File: config.mk
export PLATFORM = sky130hd
export DESIGN_NAME = flash_guard
export DESIGN_NICKNAME = d
export VERILOG_FILES = /design/src/rtl/flash_guard_pkg.sv /design/src/rtl/flash_guard_evt.sv /design/src/rtl/flash_guard_sel.sv /design/src/rtl/flash_guard_ctl.sv /design/src/rtl/flash_guard.sv
export SDC_FILE = /design/constraint.sdc
export NUM_CORES = 1
export LEC_CHECK = 0
export BUFFER_PORTS_ARGS = -buffer_cell sky130_fd_sc_hd__buf_2
export CAP_MARGIN = 15
export CORE_MARGIN = 5
export CORE_UTILIZATION = 40
export CTS_BUF_LIST = sky130_fd_sc_hd__clkbuf_8 sky130_fd_sc_hd__clkbuf_16
export CTS_CLUSTER_DIAMETER = 40
export DETAILED_ROUTE_END_ITERATION = 6
export PLACE_DENSITY = 0.71
export SETUP_SLACK_MARGIN = 0.1
export SYNTH_ARGS = -nofsm -noshare
export SYNTH_HDL_FRONTEND = slang
export SYNTH_SLANG_ARGS = --single-unit
File: constraint.sdc
create_clock -name clk_i -period 1.7 [get_ports clk_i]
set_clock_uncertainty 0.2 [all_clocks]
set_input_delay 0.255 -clock clk_i [delete_from_list [all_inputs] [get_ports clk_i]]
set_output_delay 0.255 -clock clk_i [all_outputs]
set_load 0.02 [all_outputs]
File: src/rtl/flash_guard_pkg.sv
package flash_guard_pkg;
  localparam int unsigned REG_W  = 8;
  localparam int unsigned ADDR_W = 2;

  typedef enum logic [ADDR_W-1:0] {
    A_MODE = 2'd0,
    A_STAT = 2'd1,
    A_SEL0 = 2'd2,
    A_SEL1 = 2'd3
  } reg_addr_e;

  localparam int unsigned B_PROG = 0;
  localparam int unsigned B_ERAS = 1;
  localparam int unsigned B_SWEN = 6;
  localparam int unsigned B_ERRF = 7;
endpackage

File: src/rtl/flash_guard_evt.sv
module flash_guard_evt #(
  parameter int unsigned NUM_EVT = 4
) (
  input  logic               active_i,
  input  logic [NUM_EVT-1:0] evt_i,
  output logic               abort_o
);
  logic [NUM_EVT-1:0] gated;

  for (genvar g = 0; g < NUM_EVT; g++) begin : g_gate
    assign gated[g] = evt_i[g] & active_i;
  end

  assign abort_o = |gated;
endmodule

File: src/rtl/flash_guard_sel.sv
module flash_guard_sel
  import flash_guard_pkg::*;
#(
  parameter int unsigned NUM_REGS = 2,
  parameter int unsigned BASE     = 2,
  localparam int unsigned VEC_W   = NUM_REGS * REG_W
) (
  input  logic              clk_i,
  input  logic              rst_ni,
  input  logic              clr_i,
  input  logic              wr_en_i,
  input  logic [ADDR_W-1:0] wr_addr_i,
  input  logic [REG_W-1:0]  wr_data_i,
  input  logic [ADDR_W-1:0] rd_addr_i,
  output logic [REG_W-1:0]  rd_data_o,
  output logic              rd_hit_o,
  output logic [VEC_W-1:0]  sel_o
);
  logic [REG_W-1:0] sel_q [NUM_REGS];
  logic [NUM_REGS-1:0] rd_hit;

  for (genvar g = 0; g < NUM_REGS; g++) begin : g_reg
    localparam logic [ADDR_W-1:0] MY_ADDR = ADDR_W'(BASE + g);
    always_ff @(posedge clk_i or negedge rst_ni) begin
      if (!rst_ni)                             sel_q[g] <= '0;
      else if (clr_i)                          sel_q[g] <= '0;
      else if (wr_en_i && wr_addr_i == MY_ADDR) sel_q[g] <= wr_data_i;
    end
    assign sel_o[g*REG_W +: REG_W] = sel_q[g];
    assign rd_hit[g] = (rd_addr_i == MY_ADDR);
  end

  always_comb begin
    rd_data_o = '0;
    for (int i = 0; i < NUM_REGS; i++)
      if (rd_hit[i]) rd_data_o = sel_q[i];
  end
  assign rd_hit_o = |rd_hit;
endmodule

File: src/rtl/flash_guard_ctl.sv
module flash_guard_ctl
  import flash_guard_pkg::*;
(
  input  logic              clk_i,
  input  logic              rst_ni,
  input  logic              clr_i,
  input  logic              wr_en_i,
  input  logic [ADDR_W-1:0] wr_addr_i,
  input  logic [REG_W-1:0]  wr_data_i,
  input  logic              abort_i,
  output logic              swen_o,
  output logic              prog_o,
  output logic              eras_o,
  output logic              err_o
);
  logic swen_q, prog_q, eras_q, err_q;
  logic mode_wr, req_ok;

  assign mode_wr = wr_en_i && (wr_addr_i == A_MODE);
  // request needs enable in the same write, one mode only, no lockout
  assign req_ok  = wr_data_i[B_SWEN] && !(wr_data_i[B_PROG] && wr_data_i[B_ERAS]) && !err_q;

  always_ff @(posedge clk_i or negedge rst_ni) begin
    if (!rst_ni) begin
      swen_q <= 1'b0; prog_q <= 1'b0; eras_q <= 1'b0; err_q <= 1'b0;
    end else if (clr_i) begin
      swen_q <= 1'b0; prog_q <= 1'b0; eras_q <= 1'b0; err_q <= 1'b0;
    end else begin
      if (mode_wr) swen_q <= wr_data_i[B_SWEN];
      if (abort_i) begin
        err_q  <= 1'b1;
        prog_q <= 1'b0;
        eras_q <= 1'b0;
      end else if (mode_wr) begin
        prog_q <= req_ok & wr_data_i[B_PROG];
        eras_q <= req_ok & wr_data_i[B_ERAS];
      end
    end
  end

  assign swen_o = swen_q;
  assign prog_o = prog_q;
  assign eras_o = eras_q;
  assign err_o  = err_q;

  p_swen_gate_r3: assert property (@(posedge clk_i) disable iff (!rst_ni)
    $rose(prog_q) || $rose(eras_q) |-> swen_q);
  p_one_mode_r5: assert property (@(posedge clk_i) disable iff (!rst_ni)
    !(prog_q && eras_q));
  p_abort_r8: assert property (@(posedge clk_i) disable iff (!rst_ni)
    abort_i && !clr_i |=> err_q && !prog_q && !eras_q);
  p_err_sticky_r10: assert property (@(posedge clk_i) disable iff (!rst_ni)
    err_q && !clr_i |=> err_q);
  p_lock_r10: assert property (@(posedge clk_i) disable iff (!rst_ni)
    err_q |-> !prog_q && !eras_q);
  p_standby_r2: assert property (@(posedge clk_i) disable iff (!rst_ni)
    clr_i |=> !swen_q && !prog_q && !eras_q && !err_q);
endmodule

File: src/rtl/flash_guard.sv
module flash_guard
  import flash_guard_pkg::*;
#(
  parameter int unsigned NUM_SEL_REGS = 2,
  localparam int unsigned BLK_N = NUM_SEL_REGS * REG_W
) (
  input  logic              clk_i,
  input  logic              rst_ni,
  input  logic              standby_i,
  input  logic              wr_en_i,
  input  logic [ADDR_W-1:0] wr_addr_i,
  input  logic [REG_W-1:0]  wr_data_i,
  input  logic [ADDR_W-1:0] rd_addr_i,
  output logic [REG_W-1:0]  rd_data_o,
  input  logic              flash_fetch_i,
  input  logic              exc_start_i,
  input  logic              sleep_i,
  input  logic              bus_grant_i,
  output logic              prog_active_o,
  output logic              erase_active_o,
  output logic [BLK_N-1:0]  blk_erase_en_o
);
  logic swen, prog, eras, err, abort, any_active, sel_hit;
  logic [BLK_N-1:0] sel_vec;
  logic [REG_W-1:0] sel_rd, ctl_rd;

  flash_guard_ctl u_ctl (
    .clk_i, .rst_ni, .clr_i(standby_i),
    .wr_en_i, .wr_addr_i, .wr_data_i,
    .abort_i(abort),
    .swen_o(swen), .prog_o(prog), .eras_o(eras), .err_o(err)
  );

  flash_guard_sel #(.NUM_REGS(NUM_SEL_REGS), .BASE(2)) u_sel (
    .clk_i, .rst_ni, .clr_i(standby_i),
    .wr_en_i, .wr_addr_i, .wr_data_i, .rd_addr_i,
    .rd_data_o(sel_rd), .rd_hit_o(sel_hit), .sel_o(sel_vec)
  );

  assign prog_active_o  = prog;
  assign erase_active_o = eras && (|sel_vec);
  assign blk_erase_en_o = erase_active_o ? sel_vec : '0;
  assign any_active     = prog_active_o | erase_active_o;

  flash_guard_evt #(.NUM_EVT(4)) u_evt (
    .active_i(any_active),
    .evt_i({bus_grant_i, sleep_i, exc_start_i, flash_fetch_i}),
    .abort_o(abort)
  );

  always_comb begin
    ctl_rd = '0;
    unique case (rd_addr_i)
      A_MODE: begin
        ctl_rd[B_SWEN] = swen;
        ctl_rd[B_ERAS] = eras;
        ctl_rd[B_PROG] = prog;
      end
      A_STAT:  ctl_rd[B_ERRF] = err;
      default: ctl_rd = '0;
    endcase
  end
  assign rd_data_o = sel_hit ? sel_rd : ctl_rd;

  p_blk_subset_r6: assert property (@(posedge clk_i) disable iff (!rst_ni)
    (blk_erase_en_o & ~sel_vec) == '0);
  p_blk_none_r7: assert property (@(posedge clk_i) disable iff (!rst_ni)
    (sel_vec == '0) |-> !erase_active_o);
  p_quiet_r9: assert property (@(posedge clk_i) disable iff (!rst_ni)
    !any_active && !err |=> !err);
endmodule

# Word-level counts from Yosys, hierarchy flattened
# Index checks and enable logic that the tools add are counted.
[totals]
ff_bits = 20
inputBits = 20
wordCells = 58
[classes]
n_eq_ne = 5
muxes = 21
n_bitwise = 7
reduce_logical = 19
[op_table]
columns = ["op", "n"]
rows = [
  ["two-way mux 8 bit", 7],
  ["two-way mux 16 bit", 1],
  ["OR reduction 16 bit", 1],
  ["two-way mux 1 bit", 12],
  ["== test 2 bit (second input constant)", 4],
  ["nonzero test 2 bit", 4],
  ["logical AND 1 bit", 7],
  ["AND 1 bit", 6],
  ["logical NOT 2 bit", 2],
  ["OR reduction 4 bit", 1],
  ["nonzero test 3 bit", 1],
  ["== test 2 x 1 -> 1 bit (second input constant)", 1],
  ["logical NOT 1 bit", 2],
  ["two-way mux 2 bit", 1],
  ["OR reduction 2 bit", 1],
  ["OR 1 bit", 1],
]

# Depth between registers and ports, before layout
[logic_depth]
word_depth = 8
mapped_depth = 4
ltp_nobuf = 4

# Cells and area by module
# A second synthesis with hierarchy kept.
[hier_totals]
hier_cells = 139
area_unflattened_um2 = 1390.1
[by_module_without_submodules]
columns = ["module", "instances", "cells_per_inst", "area_each_um2", "seq_area_each_um2"]
rows = [
  ["flash_guard_sel", 1, 81, 902.1, 400.4],
  ["flash_guard", 1, 42, 281.5, 0.0],
  ["flash_guard_ctl", 1, 15, 195.2, 100.1],
  ["flash_guard_evt", 1, 1, 11.3, 0.0],
]

# Worst setup path after synthesis
# Ideal clock, no wire load.
[synth_timing]
path_kind = "flip-flop to output port"
startpoint = "register u_sel.sel_q (netlist bit u_sel.sel_o[9])"
endpoint = "output port blk_erase_en_o[0]"
t_arrival_ps = 1414
setup_slack_ps = -169
path_stages_with_launch = 5
path_buffers = 1
path_cell_list = "dfrtp_1 -> nor4_1 -> a41oi_1 -> clkbuf_1 -> and2_1"
[synth_via]
elab_chain_len = 3
[synth_lines]
columns = ["item", "line_no", "text"]
rows = [
  ["start, declared", "flash_guard_sel.sv:19", "logic [REG_W-1:0] sel_q [NUM_REGS];"],
  ["start signal, assigned by index", "flash_guard_sel.sv:27", "else if (wr_en_i && wr_addr_i == MY_ADDR) sel_q[g] <= wr_data_i;"],
  ["OR reduction 16 bit", "flash_guard.sv:41", "assign erase_active_o = eras && (|sel_vec);"],
  ["logical AND 1 bit", "flash_guard.sv:41", ""],
  ["named net erase_active_o", "flash_guard.sv:20", "output logic erase_active_o,"],
  ["two-way mux 16 bit", "flash_guard.sv:42", "assign blk_erase_en_o = erase_active_o ? sel_vec : '0;"],
  ["end, declared", "flash_guard.sv:21", "output logic [BLK_N-1:0] blk_erase_en_o"],
]
# The timed path passes the listed nets, and every way through them passes these cells.

# Worst setup path in the final report
[layout_timing]
startpoint = "register u_sel.sel_q (netlist bit u_sel.sel_o[6])"
endpoint = "output port blk_erase_en_o[1]"
[layout_via]
elab_chain_len = 3
[layout_lines]
columns = ["item", "line_no"]
rows = [
  ["OR reduction 16 bit", "flash_guard.sv:41"],
  ["logical AND 1 bit", "flash_guard.sv:41"],
  ["two-way mux 16 bit", "flash_guard.sv:42"],
]
# No other way between the ends.

==> metrics.md <==
| Metric | Value |
|---|---|
| Status | complete, but fails checks |
| Failing checks | negative setup slack |
| Final Cycle Share | 1.26 |
| IO buf count | 45 |
| Wire length per cell | 16.9 um |
| Post-synth EDFFs | 0 |
| # DRC | 0 |
| Placed Cells incl. Taps | 211 |
| Final hold slack | 0.0472 ns |
| Yosys cell types | 26 |
| Final WS setup | -0.435 ns |
| GPL Wtd Cong | 0.799 |
| Worst Setup SP | u_sel.sel_o[6] |
| Avg Synthesized Cell Area | 9.96 um^2 |
| Leakage | 1.10 nW |
| Post-synth top area cell | dfrtp_1 |
| Maximum vdd drop | 0.000470 V |
| Post-Synthesis Cells | 118 |
| R2r endpoint | u_ctl.err_o |
| Fill count | 189 |
| Internal power | 775 uW |
| Top post-synthesis cells by area | dfrtp_1, mux2i_1, and2_1, nor2_1, mux2_2 |
| Number of nets in the layout | 218 |
| Crit path to | blk_erase_en_o[1] |
| Detailed Route Iter0 Violations | 31 |
| Global-route wire length before repair | 6.09 mm |
| Gr usage total | 0.190 |
| WP data arrival | 1.68 ns |
| Initial Utilization | 0.422 |
| Reg-to-Reg Start | u_sel.sel_o[6] |
| TritonCTS Buffers | 3 |
| Total number of vias | between 1,000 and 1,500 |
| Post-synth top area share | 0.426 |
| P_sw | 288 uW |
| Post-layout util | 0.741 |
| Top cells by count, synth | mux2i_1, dfrtp_1, nor2_1, and2_1 |
| Switching Share | 0.271 |
| Full die area | 0.00412 mm^2 |
| Clock Sinks | 20 |
| Hold Crit Start | wr_data_i[2] |
| Power share of the sequential group | 0.481 |
| Post-Syn Nets | 138 |
| Non-Filler Instances | 227 |
| Clk slew on worst S/H paths | 0.07 ns |
| Hold Crit Class | input pin to flop |
| Top FF cell, synth | dfrtp_1 |
| CTS root buffer | clkbuf_8 |
| Crit path max fanout | 4 |
| Crit-path cells | nor4_4 > a41oi_2 > buf_4 > and2_4 > buf_6 |
| Most frequent cell after synthesis | mux2i_1 |
| CTS tree | done |
| Clock Path Buffers | 2 |
| Yosys reg bits | 20 |
| FF-to-FF path depth | 6 |
| Slowest stage delay, CP | 0.42 ns |
| DP Wirelength | 2.58 mm |
| FMAX | 468 MHz |
| Max Cap Viol | 0 |
| Routed vias/inst | 5.30 |
| Crit. End Element | output port |
| Worst rel slew slack | 0.699 |
| Final ANT Viol Nets | 0 |
| Critical path class | flop to output port |
| Core Region | 0.00278 mm^2 |
| FFs w/ async S/R, synth | 1.00 |
| Power density cells | 516 mW/mm^2 |
| Area Overhead vs Synth | 75.4% |
| Antenna violations before repair | 0 |
| Max-slew violations | 0 |
| Endpoints failing hold | 0 |
| # diodes | 0 |
| Ys Warns | 0 |
| Comb power frac | 0.224 |
| Cell at the slowest stage of the critical path | dfrtp_1 |
| Total wire length | 3.84 mm |
| Seq/Total Area, Yosys | 0.426 |
| # IOs | 46 |
| Final Cell Area | ~0.0021 mm^2 |
| Final setup fails | 18 |
| Placed cell area | 0.00163 mm^2 |
| Level count of the clock H-tree | 1 |
| Worst-Margin Slew | ~0.45 ns |
| Worst R2R Setup Slack | -0.13 ns |
| FP Rows | 19 |
| Die Wd | 64.2 um |
| DR pass1 iterations | 4 |
| Total Power | 1.06 mW |
| Startpoint Class | flop |
| Clock Latency Late Sink | about 0.26 ns |
| Vias in the first global route | 1,240 |
| Total gr overflow | 0 |
| Req. time, crit path | 1.24 ns |
| Layout cells sized above 1 | 0.571 |
| Clock power frac | 0.295 |
| Die Y | 64.2 um |
| Min cycle time layout | ~2.1 ns |
| Synthesized area | about 0.0012 mm^2 |
| RSZ-0062 raised after global routing | true |
| Largest net degree at the start of global routing | 21 |
through the flow:
stage	setup TNS (ns)	setup slack (ns)
final	-5.63	-0.435
after global routing	-6.89	-0.512
after CTS	-5.19	-0.424
after detailed placement	-2.03	-0.204
after global placement	-1.70	-0.173
after floorplan	-0.0332	-0.00369
power by group through the flow:
| stage | Sequential (mW) | Clock [mW] | Combinational (mW) |
|---|---|---|---|
| finish | 0.512 | 0.314 | 0.238 |
| global route | 0.513 | 0.345 | 0.256 |
| CTS | 0.511 | 0.323 | 0.224 |
| global placement | 0.513 | 0 | 0.178 |
| detailed placement | 0.514 | 0 | 0.183 |
| floorplan | 0.516 | 0 | 0.0921 |
registers in the layout, summed over array words and instances (netlist names):
name / cells
u_ctl.eras_o: 1
u_ctl.err_o: 1
u_ctl.prog_o: 1
u_ctl.swen_o: 1
u_sel.sel_o: 16
worst min path at each step:
stage / to / slack (ns) / cells after the start
6_report: u_sel.sel_o[2] / 0.05 / 3
2_1_floorplan: u_ctl.eras_o / -0.24 / 0
4_1_cts: u_sel.sel_o[15] / 0.05 / 3
3_5_place_dp: u_sel.sel_o[6] / 0.03 / 1
5_1_grt: u_sel.sel_o[15] / 0.05 / 3
3_3_place_gp: u_sel.sel_o[6] / 0.02 / 1
final cells by class:
type | instances | area, um^2 | area share
clock buffers | 3 | 41.3 | 0.0200
multi-input cells | 90 | 788 | 0.383
well taps | 31 | 38.8 | 0.0188
repair buffers | 81 | 684 | 0.332
flip-flops and latches | 20 | 500 | 0.243
inverters | 2 | 7.51 | 0.00364
layer usage:
layer	track usage	vias to the layer above	share of wire
met1	0.240	569	0.40
li1	-	570	-
met2	0.317	56	0.50
met3	0.0350	9	0.071
met4	0.0789	0	0.031
met5	0	-	0
critical path: cells and delay by family (launching register included):
family	cells	cell delay, ns
compound gates	1	0.20
flops	1	0.42
buf+inv	2	0.32
simple gates	2	0.47
repair_timing:
action,4_1_cts,5_1_grt
cloned,1,0
setup endpoints to repair,20,28
gates resized for setup,62,19
hold buffers,1,0
hold endpoints to repair,20,0
pin swaps,20,8
setup buffers,7,9
logic make-up (layout without fill, tap and decap cells):
group,after synthesis,in the layout,synth area share
mux,25,25,0.217
compound gates,11,11,0.0703
simple gates,54,54,0.259
flops,20,20,0.426
buf+inv,8,86,0.0277
cells in the final DEF, fill, tap and decap left out:
| cell | synthesis | final |
|---|---|---|
| a2111oi_4 | 0 | 1 |
| a21oi_1 | 2 | 2 |
| a22o_1 | 3 | 3 |
| a22oi_1 | 1 | 1 |
| a41oi_2 | 0 | 1 |
| and2_1 | 16 | 4 |
| and2_4 | 0 | 12 |
| and3_4 | 1 | 1 |
| buf_2 | 2 | 23 |
| buf_4 | 0 | 22 |
| buf_6 | 0 | 35 |
| clkbuf_8 | 0 | 3 |
| dfrtp_1 | 20 | 20 |
| dlygate4sd3_1 | 0 | 1 |
| inv_1 | 2 | 2 |
| mux2_2 | 4 | 1 |
| mux2_4 | 0 | 3 |
| mux2i_1 | 21 | 20 |
| mux2i_2 | 0 | 1 |
| nand2_1 | 2 | 1 |
| nand2_2 | 0 | 1 |
| nand3_1 | 1 | 1 |
| nand3b_1 | 1 | 1 |
| nand4_1 | 1 | 1 |
| nor2_1 | 19 | 19 |
| nor2b_1 | 4 | 4 |
| nor3_4 | 0 | 1 |
| nor3b_1 | 1 | 1 |
| nor4_4 | 0 | 4 |
| nor4bb_1 | 1 | 1 |
| o21ai_1 | 0 | 1 |
| o21ai_2 | 0 | 2 |
| or4_4 | 1 | 1 |
| or4bb_1 | 1 | 1 |
Power figures use the tool's default switching activity.
